[config.mk]
export PLATFORM = sky130hd
export DESIGN_NAME = tri_match_timer
export DESIGN_NICKNAME = d
export VERILOG_FILES = /design/src/rtl/tmt_pkg.sv /design/src/rtl/tmt_ctrl_map.sv /design/src/rtl/tmt_channel.sv /design/src/rtl/tri_match_timer.sv
export SDC_FILE = /design/constraint.sdc
export NUM_CORES = 1
export LEC_CHECK = 0
export ABC_AREA = 1
export BUFFER_PORTS_ARGS = -buffer_cell sky130_fd_sc_hd__buf_2
export CAP_MARGIN = 40
export CORE_MARGIN = 2
export CORE_UTILIZATION = 36
export CTS_BUF_LIST = sky130_fd_sc_hd__clkbuf_8
export CTS_CLUSTER_DIAMETER = 40
export DETAILED_ROUTE_END_ITERATION = 8
export SLEW_MARGIN = 40
export SYNTH_ARGS = -nofsm -noshare
export SYNTH_HDL_FRONTEND = slang
export SYNTH_SLANG_ARGS = --single-unit
[constraint.sdc]
create_clock -name clk -period 7.6 [get_ports clk]
set_clock_uncertainty 0.2 [all_clocks]
set_input_delay 1.9 -clock clk [delete_from_list [all_inputs] [get_ports clk]]
set_output_delay 1.9 -clock clk [all_outputs]
set_load 0.005 [all_outputs]
[src/rtl/tmt_pkg.sv]
package tmt_pkg;

   localparam int NTMR  = 3;
   localparam int CTRL_W = 13;
   localparam int STS_W = 3 * NTMR;

   // register select inside a 16-byte bank (address bits 3:2)
   typedef enum logic [1:0] {
      BR_COUNT  = 2'd0,
      BR_RELOAD = 2'd1,
      BR_CMP_A  = 2'd2,
      BR_CMP_B  = 2'd3
   } bank_reg_e;

   // shared registers live in bank index 3
   localparam logic [1:0] SYS_BANK = 2'b11;

   typedef enum logic [1:0] {
      SR_CTRL = 2'd0,
      SR_STS  = 2'd1,
      SR_MASK = 2'd2,
      SR_NONE = 2'd3
   } sys_reg_e;

   function automatic int field_stride(input bit alt);
      return alt ? 4 : 3;
   endfunction

   function automatic int dir_bit(input bit alt);
      return alt ? 12 : 9;
   endfunction

   // bits of the control word that exist in the chosen packing
   function automatic logic [CTRL_W-1:0] ctrl_valid(input bit alt);
      logic [CTRL_W-1:0] m;
      m = '0;
      for (int n = 0; n < NTMR; n++) begin
         for (int f = 0; f < 3; f++) m[field_stride(alt)*n + f] = 1'b1;
      end
      m[dir_bit(alt)] = 1'b1;
      return m;
   endfunction

endpackage

[src/rtl/tmt_ctrl_map.sv]
module tmt_ctrl_map
   import tmt_pkg::*;
#(
   parameter bit ALT_LAYOUT = 1'b0
) (
   input  logic [CTRL_W-1:0] ctrl,
   output logic [NTMR-1:0]   run,
   output logic [NTMR-1:0]   src_ext,
   output logic [NTMR-1:0]   ovf_en,
   output logic              dir_up
);

   localparam int STRIDE = field_stride(ALT_LAYOUT);
   localparam int UP_POS = dir_bit(ALT_LAYOUT);

   generate
      if (STRIDE * (NTMR - 1) + 2 >= CTRL_W || UP_POS >= CTRL_W) begin : g_bad_width
         $error("control word too narrow for layout");
      end
      if (ALT_LAYOUT) begin : g_aligned
         for (genvar n = 0; n < NTMR; n++) begin : g_t
            assign run[n]     = ctrl[4*n];
            assign src_ext[n] = ctrl[4*n+1];
            assign ovf_en[n]  = ctrl[4*n+2];
         end
      end else begin : g_packed
         for (genvar n = 0; n < NTMR; n++) begin : g_t
            assign run[n]     = ctrl[3*n];
            assign src_ext[n] = ctrl[3*n+1];
            assign ovf_en[n]  = ctrl[3*n+2];
         end
      end
   endgenerate

   assign dir_up = ctrl[UP_POS];

endmodule

[src/rtl/tmt_channel.sv]
module tmt_channel #(
   parameter int CNT_W = 32
) (
   input  logic             clk,
   input  logic             rst_n,
   input  logic             run,
   input  logic             src_ext,
   input  logic             ext_tick,
   input  logic             dir_up,
   input  logic             ld_cnt,
   input  logic             ld_rld,
   input  logic             ld_cmp_a,
   input  logic             ld_cmp_b,
   input  logic [CNT_W-1:0] wval,
   output logic [CNT_W-1:0] cnt_q,
   output logic [CNT_W-1:0] rld_q,
   output logic [CNT_W-1:0] cmp_a_q,
   output logic [CNT_W-1:0] cmp_b_q,
   output logic             hit_a,
   output logic             hit_b,
   output logic             wrap
);

   localparam logic [CNT_W-1:0] ALL_ONES = '1;
   localparam logic [CNT_W-1:0] ZERO     = '0;

   logic             step;
   logic             at_end;
   logic [CNT_W-1:0] cnt_d;

   assign step   = run & (src_ext ? ext_tick : 1'b1);
   assign at_end = dir_up ? (cnt_q == ALL_ONES) : (cnt_q == ZERO);
   assign wrap   = step & at_end;
   assign hit_a  = step & (cnt_q == cmp_a_q);
   assign hit_b  = step & (cnt_q == cmp_b_q);

   always_comb begin
      cnt_d = cnt_q;
      if (ld_cnt)       cnt_d = wval;
      else if (wrap)    cnt_d = rld_q;
      else if (step)    cnt_d = dir_up ? cnt_q + 1'b1 : cnt_q - 1'b1;
   end

   always_ff @(posedge clk) begin
      if (!rst_n) begin
         cnt_q   <= '0;
         rld_q   <= '0;
         cmp_a_q <= '0;
         cmp_b_q <= '0;
      end else begin
         cnt_q <= cnt_d;
         if (ld_rld)   rld_q   <= wval;
         if (ld_cmp_a) cmp_a_q <= wval;
         if (ld_cmp_b) cmp_b_q <= wval;
      end
   end

   assert_load_R3: assert property (@(posedge clk) disable iff (!rst_n)
      ld_cnt |=> cnt_q == $past(wval));

   assert_freeze_R4: assert property (@(posedge clk) disable iff (!rst_n)
      (!run && !ld_cnt) |=> $stable(cnt_q));

   assert_reload_R5: assert property (@(posedge clk) disable iff (!rst_n)
      (run && !src_ext && !dir_up && cnt_q == ZERO && !ld_cnt) |=> cnt_q == $past(rld_q));

   assert_upwrap_R7: assert property (@(posedge clk) disable iff (!rst_n)
      (run && !src_ext && dir_up && cnt_q == ALL_ONES && !ld_cnt) |=> cnt_q == $past(rld_q));

   assert_ext_hold_R6: assert property (@(posedge clk) disable iff (!rst_n)
      (src_ext && !ext_tick && !ld_cnt) |=> $stable(cnt_q));

endmodule

[src/rtl/tri_match_timer.sv]
module tri_match_timer
   import tmt_pkg::*;
#(
   parameter int CNT_W      = 32,
   parameter int DATA_W     = 32,
   parameter int ADDR_W     = 8,
   parameter bit ALT_LAYOUT = 1'b0
) (
   input  logic              clk,
   input  logic              rst_n,
   input  logic              ext_tick,
   input  logic              bus_wr,
   input  logic [ADDR_W-1:0] bus_addr,
   input  logic [DATA_W-1:0] bus_wdata,
   output logic [DATA_W-1:0] bus_rdata,
   output logic              irq
);

   localparam logic [CTRL_W-1:0] CTRL_VALID = ctrl_valid(ALT_LAYOUT);

   generate
      if (CNT_W < 2 || CNT_W > DATA_W) begin : g_bad_cnt
         $error("CNT_W must lie between 2 and DATA_W");
      end
      if (ADDR_W < 7) begin : g_bad_addr
         $error("ADDR_W must be at least 7");
      end
      if (DATA_W < CTRL_W || DATA_W < STS_W) begin : g_bad_data
         $error("DATA_W too narrow for control or status");
      end
   endgenerate

   // ---------------- address decode ----------------
   logic        aligned, low_page;
   logic [1:0]  bank_idx;
   bank_reg_e   breg;
   sys_reg_e    sreg;
   logic        sys_hit;

   assign aligned  = (bus_addr[1:0] == 2'b00);
   assign low_page = (bus_addr[ADDR_W-1:6] == '0);
   assign bank_idx = bus_addr[5:4];
   assign breg     = bank_reg_e'(bus_addr[3:2]);
   assign sreg     = sys_reg_e'(bus_addr[3:2]);
   assign sys_hit  = aligned && low_page && (bank_idx == SYS_BANK);

   logic wr_ctrl, wr_sts, wr_mask;
   assign wr_ctrl = bus_wr && sys_hit && (sreg == SR_CTRL);
   assign wr_sts  = bus_wr && sys_hit && (sreg == SR_STS);
   assign wr_mask = bus_wr && sys_hit && (sreg == SR_MASK);

   // ---------------- shared registers ----------------
   logic [CTRL_W-1:0] ctrl_q;
   logic [STS_W-1:0]  sts_q, sts_set, sts_clr, mask_q;

   always_ff @(posedge clk) begin
      if (!rst_n) begin
         ctrl_q <= '0;
         mask_q <= '0;
      end else begin
         if (wr_ctrl) ctrl_q <= bus_wdata[CTRL_W-1:0] & CTRL_VALID;
         if (wr_mask) mask_q <= bus_wdata[STS_W-1:0];
      end
   end

   logic [NTMR-1:0] run, src_ext, ovf_en;
   logic            dir_up;

   tmt_ctrl_map #(.ALT_LAYOUT(ALT_LAYOUT)) u_map (
      .ctrl    (ctrl_q),
      .run     (run),
      .src_ext (src_ext),
      .ovf_en  (ovf_en),
      .dir_up  (dir_up)
   );

   // ---------------- timer channels ----------------
   logic [CNT_W-1:0] cnt_a [NTMR];
   logic [CNT_W-1:0] rld_a [NTMR];
   logic [CNT_W-1:0] cpa_a [NTMR];
   logic [CNT_W-1:0] cpb_a [NTMR];
   logic [NTMR-1:0]  hit_a, hit_b, wrap;

   generate
      for (genvar n = 0; n < NTMR; n++) begin : g_chan
         logic sel;
         assign sel = bus_wr && aligned && low_page && (bank_idx == 2'(n));

         tmt_channel #(.CNT_W(CNT_W)) u_chan (
            .clk      (clk),
            .rst_n    (rst_n),
            .run      (run[n]),
            .src_ext  (src_ext[n]),
            .ext_tick (ext_tick),
            .dir_up   (dir_up),
            .ld_cnt   (sel && breg == BR_COUNT),
            .ld_rld   (sel && breg == BR_RELOAD),
            .ld_cmp_a (sel && breg == BR_CMP_A),
            .ld_cmp_b (sel && breg == BR_CMP_B),
            .wval     (bus_wdata[CNT_W-1:0]),
            .cnt_q    (cnt_a[n]),
            .rld_q    (rld_a[n]),
            .cmp_a_q  (cpa_a[n]),
            .cmp_b_q  (cpb_a[n]),
            .hit_a    (hit_a[n]),
            .hit_b    (hit_b[n]),
            .wrap     (wrap[n])
         );

         assign sts_set[3*n]   = hit_a[n];
         assign sts_set[3*n+1] = hit_b[n];
         assign sts_set[3*n+2] = wrap[n] & ovf_en[n];

         assert_ovf_gate_R9: assert property (@(posedge clk) disable iff (!rst_n)
            (!ovf_en[n]) |=> !$rose(sts_q[3*n+2]));
      end
   endgenerate

   // ---------------- status and interrupt ----------------
   assign sts_clr = wr_sts ? bus_wdata[STS_W-1:0] : '0;

   always_ff @(posedge clk) begin
      if (!rst_n) sts_q <= '0;
      else        sts_q <= (sts_q & ~sts_clr) | sts_set;
   end

   assign irq = |(sts_q & ~mask_q);

   // ---------------- read path ----------------
   always_comb begin
      bus_rdata = '0;
      if (sys_hit) begin
         case (sreg)
            SR_CTRL: bus_rdata = DATA_W'(ctrl_q);
            SR_STS:  bus_rdata = DATA_W'(sts_q);
            SR_MASK: bus_rdata = DATA_W'(mask_q);
            default: bus_rdata = '0;
         endcase
      end else if (aligned && low_page) begin
         for (int n = 0; n < NTMR; n++) begin
            if (bank_idx == 2'(n)) begin
               case (breg)
                  BR_COUNT:  bus_rdata = DATA_W'(cnt_a[n]);
                  BR_RELOAD: bus_rdata = DATA_W'(rld_a[n]);
                  BR_CMP_A:  bus_rdata = DATA_W'(cpa_a[n]);
                  default:   bus_rdata = DATA_W'(cpb_a[n]);
               endcase
            end
         end
      end
   end

   // ---------------- assertions ----------------
   assert_clear_R10: assert property (@(posedge clk) disable iff (!rst_n)
      (wr_sts && bus_wdata[0] && !sts_set[0]) |=> !sts_q[0]);

   assert_masked_R10: assert property (@(posedge clk) disable iff (!rst_n)
      (mask_q == '1) |-> !irq);

   assert_sticky_R8: assert property (@(posedge clk) disable iff (!rst_n)
      (sts_q[0] && !wr_sts) |=> sts_q[0]);

   assert_ctrl_legal_R11: assert property (@(posedge clk) disable iff (!rst_n)
      (ctrl_q & ~CTRL_VALID) == '0);

endmodule

* After elaboration in Yosys (flattened, before gate mapping)
Cells that the tools add are included.
** Operators by class
- Muxes and demuxes :: 28
- Equal/unequal tests :: 15
- $add $sub $neg :: 6
- Reductions and logical operators :: 34
- Bitwise gates (word level) :: 20
** Operators with widths (number)
- 32-bit 2-to-1 mux :: 17
- 32-bit case mux with 3 select lines :: 3
- 32-bit equality test :: 6
- 32-bit by 1-bit adder with 32-bit output (second input constant) :: 3
- 32-bit equality test (second input constant) :: 3
- 32-bit logical NOT :: 3
- 32-bit by 1-bit subtractor with 32-bit output (second input constant) :: 3
- 10-bit case mux with 3 select lines :: 1
- 1-bit logical AND :: 23
- 9-bit bitwise AND :: 2
- 9-bit NOT :: 2
- 1-bit bitwise AND :: 15
- 9-bit 2-to-1 mux :: 1
- 9-bit bitwise OR :: 1
- 3-bit nonzero test :: 3
- 9-bit OR reduction :: 1
- 2-bit equality test (second input constant) :: 4
- 2-bit logical NOT :: 4
- 1-bit 2-to-1 mux :: 6
- 2-bit by 1-bit equality test with 1-bit output (second input constant) :: 2
** Storage, ports and cells
- Output and inout port bits :: 33
- Word-level logic and storage cells :: 118
- Register bits :: 412

* Depth between registers and ports, before layout
- Word-level depth :: 9
- Depth in mapped cells :: 16

* Cells and area by module
Synthesis repeated with hierarchy kept, for this count alone.
** Second synthesis, totals
- Cells, all modules :: 5163
- Area, all modules :: 30474.2 um2
** By module, submodules not included
- tmt_channel (g_chan[1].u_chan ...) :: times used 2, cells each 1350, area an instance 8405.6 um2, seq. area each 2562.5 um2
- tmt_channel (g_chan[0].u_chan) :: times used 1, cells each 1349, area an instance 8464.4 um2, seq. area each 2562.5 um2
- tri_match_timer :: times used 1, cells each 1104, area an instance 5123.7 um2, seq. area each 560.5 um2
- tmt_ctrl_map :: times used 1, cells each 10, area an instance 75.1 um2, seq. area each 0.0 um2

* Worst setup path before layout
Ideal clock, no wire load.
- Path type :: input -> output
- From :: input bus_addr[3]
- To :: output bus_rdata[1]
- Arrival time :: 3119 ps
- Required time :: 5500 ps
- Stages :: 6
- Setup slack :: 2381 ps
- Cells stage by stage :: buf_2 -> nor2_4 -> buf_2 -> buf_1 -> a211oi_1 -> o31ai_1
** On the way
- Longest elaborated chain between the ends :: 7
- Elaborated cells on any way between the ends :: 12
** RTL lines
- from (decl) :: RTL line tri_match_timer.sv:13 : input logic [ADDR_W-1:0] bus_addr,
- 2-bit equality test, or another cell as far along :: RTL line tri_match_timer.sv:133, tri_match_timer.sv:142
- 32-bit case mux with 3 select lines :: RTL line tri_match_timer.sv:142 : case (breg)
- 32-bit 2-to-1 mux (3 in series) :: RTL line tri_match_timer.sv:141 : if (bank_idx == 2'(n)) begin
- 32-bit 2-to-1 mux :: RTL line tri_match_timer.sv:139 : end else if (aligned && low_page) begin
- 32-bit 2-to-1 mux (*) :: RTL line tri_match_timer.sv:132 : if (sys_hit) begin
- to (decl) :: RTL line tri_match_timer.sv:15 : output logic [DATA_W-1:0] bus_rdata,
Mark *: on every way between the ends. The rest lies on a longest branch, timed or not.

* Worst setup path in the final report
- From :: input bus_addr[3]
- To :: output bus_rdata[13]
** On the way
- Longest elaborated chain between the ends :: 7
- Elaborated cells on any way between the ends :: 11
** RTL lines (RTL line)
- 2-bit equality test, or another cell as far along :: tri_match_timer.sv:142
- 32-bit case mux with 3 select lines :: tri_match_timer.sv:142
- 32-bit 2-to-1 mux (2 in series) :: tri_match_timer.sv:141
- 32-bit 2-to-1 mux (*) :: tri_match_timer.sv:141
- 32-bit 2-to-1 mux (*) :: tri_match_timer.sv:139
- 32-bit 2-to-1 mux (*) :: tri_match_timer.sv:132
Marks and branches as above.

==> metrics.md <==
| Metric | Value |
|---|---|
| Post-DRT Antenna Nets | `0` |
| CTS H-tree depth | `3` |
| Post-synthesis cell count | `4,936` |
| Clk buf depth | `3` |
| Nature of the critical path endpoint | `output port` |
| Nets | `5,000` |
| Critical path fanouts, max | `27` |
| PortBufs | `76` |
| GR Util met1 | `40.4%` |
| Met3 GRT Util | `6.14%` |
| Largest net degree at the start of global routing | `100` |
| CTS Buf Count | `between 70 and 80` |
| Total grt overflow | `0` |
| Post-route DRC | `0` |
| Starting Density | `between 30% and 40%` |
| First-pass GRT wire length | `191,000 µm` |
| Peak supply drop | `0.000121 V` |
| Slew Limit Fails | `0` |
| Fraction of registers with async set/reset | `0%` |
| CP arrival | `4480 ps` |
| Final Setup Violations | `0` |
| Clk sinks | `412` |
| Via count | `32.9k` |
| Clock Latency Late Sink | `670 ps` |
| Layout cell share with drive strength beyond 1 | `5.63%` |
| Area growth syn-to-layout | `8.73%` |
| Final hold vios | `0` |
| Root buf cell | `clkbuf_8` |
| Most common cell after layout, fill and taps aside | `nand2_1` |
| Status | `finished, final reports clean` |
| Area contributors post-synth | `dfxtp_1 (28%), nand2_1 (14%), inv_1 (11%)` |
| WL per Instance | `21.6 µm` |
| Max-cap violations | `0` |
| Crit path kind | `in2out` |
| Multi-input logic area | `0.0171 mm²` |
| Cells after DPL | `slightly below 6k` |
| Sequential fraction of the synthesis area | `27.7%` |
| Core Area | `0.0820 mm²` |
| RSZ-0062 raised after global routing | `false` |
| Number of global-route vias before repair | `between 30k and 40k` |
| GPL Wtd Cong | `~1` |
| Top cell type's share of synthesized area | `27.7%` |
| Number of synthesized flops with an enable pin | `0` |
| Post-DP Area | `0.0308 mm²` |
| CP required | `5500 ps` |
| Design area | `~0.032 mm²` |
| CP startpoint kind | `input port` |
| WHS | `~280 ps` |
| PwrDens | `between 150 and 200 mW/mm²` |
| Yosys warning total | `0` |
| Io pins | `77` |
| Post-layout minimum cycle time | `6580 ps` |
| Global-route met2 utilization | `44.2%` |
| Die H | `292 µm` |
| Sequential cell area | `around 0.0082 mm²` |
| Tightest Pin Transition | `approximately 950 ps` |
| Period Utilization, post-route | `86.5%` |
| # fillers | `9,060` |
| Mapped Nets | `5,073` |
| Mean Syn Cell Area | `6.04 µm²` |
| Predominant post-synthesis flop cell | `dfxtp_1` |
| Initial antenna violation count | `3` |
| Layout Utilization | `39.5%` |
| Register bit total from synthesis | `around 400` |
| Relative slew slack | `36.0%` |
| Hpwl dp | `97,400 µm` |
| Row cnt | `105` |
| Final wirelength | `129,000 µm` |
| Non-Filler Instances | `5,988` |
| Hold buffer count at CTS | `0` |
| Worst hold path type | `reg2reg` |
| GR Util All Layers | `29.5%` |
| Cell variety after synth | `between 40 and 50` |
| Achievable Freq | `~150 MHz` |
| DIE AREA | `0.0851 mm²` |
| Post-CTS Setup Inserts | `0` |
| Grt peak-use layer | `met2` |
| Die Wd | `292 µm` |
| DRT Pass-1 Iters | `6` |
| Post_cts resized | `0` |
| Post-Syn Area | `0.0298 mm²` |
| Lkg Pwr | `14.1 nW` |
| Most frequent cells in the layout | `nand2_1 (1,102), inv_1 (915), a21oi_1 (591)` |
| Post-synth top area cell | `dfxtp_1` |
| Fin Setup TNS | `0 ps` |
| DR vias/cell | `5.49` |
| Clock tree from TritonCTS | `built` |
| Drt initial violations | `3,685` |
| Clk slew on worst S/H paths | `around 60 ps` |
[final cells by class]
type / instances / share of cell area, %
multi-input cells: 3352 / 52.8
flip-flops and latches: 412 / 25.5
inverters: 904 / 10.5
well taps: 1070 / 4.13
clock buffers: 92 / 3.91
repair buffers: 120 / 2.33
clock inverters: 37 / 0.885
diodes: 1 / 0.00773
[state kept, by name, summed over array words and instances, names as in the netlist]
register / count
g_chan.u_chan.cnt_q: 96
g_chan.u_chan.cmp_b_q: 96
g_chan.u_chan.rld_q: 96
ctrl_q: 10
sts_q: 9
g_chan.u_chan.cmp_a_q: 96
mask_q: 9
[logic make-up after synthesis]
| family | share of synthesized area [%] |
|---|---|
| AO/OA/AOI/OAI | 23.0 |
| AND/OR/NAND/NOR | 25.7 |
| adder cells (fa/ha/maj) | 3.98 |
| XOR/XNOR | 4.44 |
| flip-flops | 27.7 |
| buffers and inverters | 15.2 |
[metal layers]
layer | share of wire (%) | up-vias
li1 | - | 15800
met1 | 43 | 15200
met2 | 42 | 1598
met3 | 9.8 | 281
met4 | 4.8 | 0
met5 | 0 | -
[power breakdown]
group          total [mW]  internal (mW)  switching, mW  leakage, nW
Clock                2.26           1.26           1.01        0.881
Sequential           2.17           2.16        0.00695         3.32
Combinational       0.483          0.111          0.372         9.87
[worst paths after layout]
path,cells past startpoint,slack [ps],from,endpoint
worst max-delay path,10,1020,bus_addr[3],bus_rdata[13]
worst min-delay path,2,280,g_chan[0].u_chan.cmp_b_q[19],g_chan[0].u_chan.cmp_b_q[19]
worst max register to register,12,3500,ctrl_q[9],g_chan[2].u_chan.cnt_q[10]
worst min register to register,2,280,g_chan[0].u_chan.cmp_b_q[19],g_chan[0].u_chan.cmp_b_q[19]
[critical path, cell delays in order]
cell	delay [ps]
buf_2	220
inv_2	360
nand2_4	230
buf_4	300
o221ai_1	190
o22ai_1	110
nand2_1	70
o21ai_0	70
nor3_1	750
buf_2	250
[metrics by stage]
stage,power (mW),worst slack [ps]
floorplan,2.50,2380
global placement,2.68,1150
detailed placement,2.68,1140
CTS,4.91,1130
global route,5.06,1030
finish,4.92,1020
[cell usage after synthesis, drive strengths merged (64+ instances only)]
cell type	number
nor2	274
nor3	64
nand3	304
buf	109
xnor2	88
o21ai	433
o22ai	156
dfxtp	412
nand2	1112
clkbuf	159
a21oi	593
ha	90
inv	903
No activity file was read; power rests on OpenSTA's default activity.
